**src/rtl/cfg_preamble_scan.sv**
```systemverilog
module cfg_preamble_scan #(
  parameter int LW      = 24,
  parameter int HDR_OFS = 15,
  parameter int NFIELD  = 4,
  parameter int RUN     = 4
) (
  input  logic          clk,
  input  logic          rst_n,
  input  logic          mode,
  input  logic [LW-1:0] img_len,
  input  logic          in_valid,
  input  logic [7:0]    in_data,
  output logic          in_ready,
  output logic          out_valid,
  output logic [7:0]    out_data,
  input  logic          out_ready,
  output logic          found,
  output logic          not_found,
  output logic          done,
  output logic [LW-1:0] data_start
);
  localparam int FW = $clog2(NFIELD + 1);
  localparam int RW = $clog2(RUN);
  localparam int PW = $clog2(RUN + 1);

  typedef enum logic [1:0] {SCAN, FLUSH, PASS, FIN} st_t;

  st_t           st;
  logic [LW-1:0] pos, nxt;
  logic [FW-1:0] fcnt;
  logic [RW-1:0] run;
  logic [PW-1:0] pend;
  logic          cand;

  wire avail    = pos < img_len;
  wire take     = in_valid && in_ready;
  wire is_ff    = in_data == 8'hFF;
  wire hdr_done = fcnt == FW'(NFIELD);
  wire srch_u   = !mode && hdr_done && pos >= nxt;
  wire hit_u    = take && st == SCAN && srch_u && is_ff && run == RW'(RUN - 1);
  wire hit_c    = take && st == SCAN && mode && cand && in_data[7:4] == 4'h3;

  assign in_ready  = (st == SCAN && avail) || (st == PASS && avail && out_ready);
  assign out_valid = (st == FLUSH) || (st == PASS && avail && in_valid);
  assign out_data  = (st == FLUSH) ? 8'hFF : in_data;
  assign done      = st == FIN;

  always_ff @(posedge clk) begin
    if (!rst_n) begin
      st         <= SCAN;
      pos        <= '0;
      nxt        <= LW'(HDR_OFS);
      fcnt       <= '0;
      run        <= '0;
      pend       <= '0;
      cand       <= 1'b0;
      found      <= 1'b0;
      not_found  <= 1'b0;
      data_start <= '0;
    end else begin
      if (take) pos <= pos + LW'(1);
      case (st)
        SCAN: begin
          if (!avail) begin
            st        <= FIN;
            not_found <= 1'b1;
          end else if (take) begin
            if (!mode && !hdr_done && pos == nxt) begin
              nxt  <= nxt + LW'(in_data) + LW'(3);
              fcnt <= fcnt + FW'(1);
            end
            if (hit_u) begin
              found      <= 1'b1;
              data_start <= pos - LW'(RUN - 1);
              pend       <= PW'(RUN);
              run        <= '0;
              st         <= FLUSH;
            end else if (srch_u) begin
              run <= is_ff ? run + RW'(1) : '0;
            end
            if (hit_c) begin
              found      <= 1'b1;
              data_start <= pos + LW'(1);
              cand       <= 1'b0;
              st         <= PASS;
            end else begin
              cand <= mode && is_ff;
            end
          end
        end
        FLUSH: begin
          if (out_ready) begin
            pend <= pend - PW'(1);
            if (pend == PW'(1)) st <= PASS;
          end
        end
        PASS: begin
          if (!avail) st <= FIN;
        end
        default: ;
      endcase
    end
  end
endmodule

```
**config.mk**
```make
export PLATFORM = sky130hd
export DESIGN_NAME = cfg_preamble_scan
export DESIGN_NICKNAME = d
export VERILOG_FILES = /design/src/rtl/cfg_preamble_scan.sv
export SDC_FILE = /design/constraint.sdc
export NUM_CORES = 1
export LEC_CHECK = 0
export BUFFER_PORTS_ARGS = -buffer_cell sky130_fd_sc_hd__clkbuf_2
export CAP_MARGIN = 20
export CELL_PAD_IN_SITES_DETAIL_PLACEMENT = 0
export CELL_PAD_IN_SITES_GLOBAL_PLACEMENT = 1
export CORE_MARGIN = 3
export CORE_UTILIZATION = 47
export CTS_CLUSTER_DIAMETER = 40
export DETAILED_ROUTE_END_ITERATION = 12
export PLACE_DENSITY_LB_ADDON = 0.1
export SETUP_SLACK_MARGIN = 0.1
export SYNTH_ARGS = -nofsm -noshare
export SYNTH_HDL_FRONTEND = slang
export SYNTH_SLANG_ARGS = --single-unit
```
**constraint.sdc**
```tcl
create_clock -name clk -period 5.7 [get_ports clk]
set_input_delay 1.14 -clock clk [delete_from_list [all_inputs] [get_ports clk]]
set_output_delay 1.14 -clock clk [all_outputs]
set_load 0.02 [all_outputs]
```
==> Word-level counts from Yosys, hierarchy flattened <==
Index checks and enable logic that the tools add are counted.
{ "classes": {"add_sub_neg": 7, "magnitude_cmp": 2, "eq_ne": 17, "n_mux": 22, "n_bitwise": 1, "n_reduce_logical": 33} }
{ "op_table": {"columns": ["cell", "count"], "rows": [
  ["two-way mux 24 bit", 2],
  ["adder 24 x 1 -> 24 bit, second input constant", 1],
  ["adder 24 x 2 -> 24 bit, second input constant", 1],
  ["adder 24 x 8 -> 24 bit", 1],
  ["equality test 24 bit", 1],
  [">= comparator 24 bit", 1],
  ["< comparator 24 bit", 1],
  ["subtractor 24 x 2 -> 24 bit, second input constant", 1],
  ["two-way mux 2 bit", 10],
  ["logical AND 1 bit", 17],
  ["two-way mux 3 bit", 4],
  ["AND reduction 4 bit", 3],
  ["inequality test 2 bit, second input constant", 5],
  ["equality test 8 bit, second input constant", 1],
  ["two-way mux 8 bit", 1],
  ["equality test 2 bit, second input constant", 3],
  ["case mux 2 bit (3 select lines)", 1],
  ["case mux 3 bit (2 select lines)", 1],
  ["AND reduction 6 bit", 1],
  ["nonzero test 2 bit", 3],
  ["AND reduction 5 bit", 1],
  ["equality test 4 x 2 -> 1 bit, second input constant", 1],
  ["inequality test 4 bit, second input constant", 1],
  ["adder 3 x 1 -> 3 bit, second input constant", 1],
  ["other kinds (15)", 19]
]} }
{ "totals": {"reg_bits": 85, "input_bits": 37, "out_inout_bits": 37, "elab_cells": 92} }

==> Logic depth before layout (Yosys ltp) <==
{ "depth": {"ltp_word": 14, "ltp_mapped": 15, "mapped_depth_nobuf": 14} }

==> Worst setup path before layout <==
No wires, ideal clock.
{ "synth_path": {"kind": "input to output", "from": "input port img_len[9]", "to": "output port in_ready", "arrival_ns": 2.827, "required_ns": 4.560, "slack_ns": 1.733, "cell_stages": 7, "n_path_buf": 0, "path_cell_list": "inv_1 > ha_1 > a21o_1 > a221o_1 > a22oi_1 > o211ai_1 > nor3_1"} }
{ "synth_via": {"elab_chain_len": 4, "elab_cells_between_ends": 5, "cone_classes": "1 x order compare; 4 x reduce/logical"} }
{ "synth_lines": {"columns": ["element", "line", "text"], "rows": [
  ["from (decl)", "10", "input logic [LW-1:0] img_len,"],
  ["< comparator 24 bit (*)", "35", "wire avail = pos < img_len;"],
  ["logical AND 1 bit (2 in series)", "43", "assign in_ready = (st == SCAN && avail) || (st == PASS && avail && out_ready);"],
  ["logical OR 1 bit (*)", "43", null],
  ["to (decl)", "13", "output logic in_ready,"]
]} }
Mark *: on every way between the ends. The rest lies on a longest branch, timed or not.

==> Worst setup path after layout <==
{ "layout_path": {"from": "input port img_len[22]", "to": "output port out_valid"} }
{ "layout_via": {"elab_chain_len": 4} }
{ "layout_lines": {"columns": ["element", "line", "text"], "rows": [
  ["< comparator 24 bit", "35", null],
  ["logical AND 1 bit (2 in series)", "44", "assign out_valid = (st == FLUSH) || (st == PASS && avail && in_valid);"],
  ["logical OR 1 bit", "44", null],
  ["to (decl)", "14", "output logic out_valid,"]
]} }
Every way passes these cells.

==> load_flow_metrics.sql <==
INSERT INTO impl_metrics (metric_group, metric, value, unit) VALUES
('synth', 'synth_top_flop_cell', 'dfxtp_1', ''),
('pwr', 'worst_ir_drop_vdd', '256', 'uV'),
('grt', 'grt_antenna_before_repair', '0', ''),
('routing', 'antenna_violating_nets_post_route', '0', ''),
('grt', 'grt_pass1_wl', '26.8', 'mm'),
('status', 'status', 'complete, no violations', ''),
('final_layout', 'antenna_cells_inserted', '0', ''),
('worst_setup_path', 'setup.worst_path.start_class', 'input port', ''),
('synth', 'synth.yosys.seq_area_share', '0.280', ''),
('timing', 'maxClockFrequency', '0.224', 'GHz'),
('timing', 'grt_setup_unrepaired', 'false', ''),
('timing', 'total_negative_slack_for_setup_checks', '0', 'ns'),
('timing', 'period_share', '0.783', ''),
('min_path', 'hold_path_depth', '2', ''),
('clock_network', 'cts_setup_buffers', '0', ''),
('grt', 'grt_usage', '0.230', ''),
('synth', 'netlist.top_cell.by_area', 'dfxtp_1', ''),
('placement', 'post-place-ws', '1.23', 'ns'),
('die', 'std_cell_rows', '40', ''),
('final_layout', 'fillCellCount', '1207', ''),
('worst_setup_path', 'r2r.worst_path.cells', '9', ''),
('timing', 'timing.final.setup_violations', '0', ''),
('clock_network', 'ctsHoldBuffers', '0', ''),
('clock_network', 'cts_sinks', '85', ''),
('worst_setup_path', 'timing.critical_path.arrival', '3.32', 'ns'),
('grt', 'first_global_vias', '5368', ''),
('timing', 'finalClockSkew', '0.00788', 'ns'),
('routing', 'routed_wire_per_std_cell', '16.0', 'um'),
('placement', 'port_buffers', '73', ''),
('flow_run', 'max-cap-violations', '0', ''),
('routing', 'detail_route.wirelength', '15.9', 'mm'),
('clock_network', 'cts.path.max_buffers', '2', ''),
('worst_setup_path', 'data_required_time_of_the_critical_path', '4.56', 'ns'),
('die', 'chipHeight', '120', 'um'),
('synth', 'yosys.cell_types.count', '74', ''),
('placement', 'globalplace.congestion', '0.831', ''),
('die', 'initial_core_util', '0.493', ''),
('routing', 'dr.first_iter.drc_count', '279', ''),
('grt', 'grt-ovfl-total', '0', ''),
('timing', 'worst-slew-pin-transition', '1.05', 'ns'),
('pwr', 'power_per_cell_area', '221', 'nW/um2'),
('routing', 'vias', '5585', ''),
('timing', 'hold_ws', '0.447', 'ns'),
('clock_network', 'clk_latency', '0.35', 'ns'),
('synth', 'netlist_top_cells_area', 'dfxtp_1 28%, ha_1 15%, inv_1 4.2%, xnor2_1 4.2%, nand2_1 3.8%', ''),
('timing', 'hold_violations', '0', ''),
('synth', 'mappedNetlistArea', '6070', 'um2'),
('final_layout', 'most_frequent_cells_in_the_layout', '85 x dfxtp_1, 73 x ha_1, 73 x clkbuf_2', ''),
('timing', 'period_minus_slack', '4.46', 'ns'),
('synth', 'synth-edff-count', '0', ''),
('worst_setup_path', 'timing.setup.critical_path_class', 'input port to output port', ''),
('synth', 'synth.net_count', '878', ''),
('final_layout', 'final-seq-area', '1700', 'um2'),
('clock_network', 'ctsResizeCount', '0', ''),
('synth', 'synth_largest_type_area_fraction', '0.280', ''),
('worst_setup_path', 'worstSetupEndpointType', 'output port', ''),
('die', 'core-area', '12300', 'um2'),
('pwr', 'static-leakage-power', '3.11', 'nW'),
('grt', 'grt_start_max_net_pins', '56', ''),
('clock_network', 'tritoncts.num_buffers', '9', ''),
('final_layout', 'fraction_of_layout_instances_using_a_drive_strength_above_1', '0.147', ''),
('placement', 'dpl.hpwl', '12.0', 'mm'),
('routing', 'pre_repair_dr_iteration_count', '4', ''),
('worst_setup_path', 'cp_max_fo', '5', ''),
('die', 'dieArea', '14300', 'um2'),
('final_layout', 'design.final.nets', '934', ''),
('die', 'dieWidth', '120', 'um'),
('synth', 'ys_seq_elements', '85', ''),
('synth', 'post_synth.cell_area_avg', '7.91', 'um2'),
('routing', 'detail_route.drc_violations', '0', ''),
('min_path', 'min_path_type', 'flip-flop to flip-flop', '');
## cell usage after synthesis (3+ instances only)
cell,count
a211oi_1,4
nand4b_1,3
xor2_1,22
dfxtp_1,85
ha_1,73
and3_1,8
o31ai_1,3
nor2_1,59
or3_1,14
a21oi_1,45
and2_1,10
buf_2,5
a2111oi_0,3
nor2b_1,5
inv_1,68
xnor2_1,29
nor3_1,12
or2_2,9
nor4_1,8
nand3_1,45
a21o_1,4
mux2i_1,14
o21ai_0,42
nand4_1,26
nand3b_1,6
or4_1,5
o211ai_1,9
clkbuf_1,29
nand2b_1,4
nand2_1,61
## logic make-up (layout without fill, tap and decap cells)
| group | count (synthesis) | in the layout | synth area share |
|---|---|---|---|
| compound gates | 144 | 144 | 0.148 |
| xor+xnor | 51 | 51 | 0.0736 |
| fa+ha+maj | 74 | 74 | 0.154 |
| buf+inv | 106 | 167 | 0.0685 |
| flops | 85 | 85 | 0.280 |
| mux | 14 | 14 | 0.0231 |
| simple gates | 293 | 293 | 0.253 |
## metal layers
layer  GRT usage  vias up  routed length (um)
li1            -     2824                   -
met1       0.302     2608                7410
met2       0.386      140                7530
met3      0.0547       13                 846
met4      0.0465        0                 155
met5           0        -                   0
## flip-flops by register name, summed over array words and instances, names as in the netlist
signal and cells:
run 2, not_found 1, data_start 24, found 1
pend 3, cand 1, fcnt 3, st 2
pos 24, nxt 24
## final cells by class
class                      instances  area share
inverter                          69      0.0379
clock buffer                       9      0.0329
multi-input combinational        576       0.578
tap                              168      0.0307
clock inverter                     7     0.00842
timing repair buffer              82      0.0633
sequential                        85       0.249
## metrics by stage
| step | util | area, um2 | cells |
|---|---|---|---|
| floorplan | - | 6070 | 767 |
| global placement | 0.532 | 6550 | 979 |
| detailed placement | 0.532 | 6550 | 979 |
| CTS | 0.555 | 6830 | 995 |
| global route | 0.555 | 6840 | 996 |
| finish | 0.555 | 6840 | 996 |
## worst paths after layout
kind	end	slack (ns)	start
worst max-delay path	out_valid	1.24	img_len[22]
worst min-delay path	not_found$_SDFFE_PN0P_	0.45	not_found$_SDFFE_PN0P_
worst max register to register	data_start[3]$_SDFFE_PN0P_	1.96	pos[20]$_SDFFE_PN0N_
worst min register to register	not_found$_SDFFE_PN0P_	0.45	not_found$_SDFFE_PN0P_
## report_power, final
group	switching [W]	internal, W	leakage [nW]
logic	0.000202	0.000120	2.30
registers	0.0000142	0.000604	0.685
clock network	0.000270	0.000301	0.134
## critical path, cell delays in order
cell      delay (ns)
clkbuf_2        0.07
inv_1           0.03
ha_1            0.31
nand3_1         0.12
nor4_1          0.49
nand4_1         0.22
o211ai_1        0.41
nor2_1          0.13
a31o_2          0.26
clkbuf_2        0.15
No activity file was read; power rests on OpenSTA's default activity.
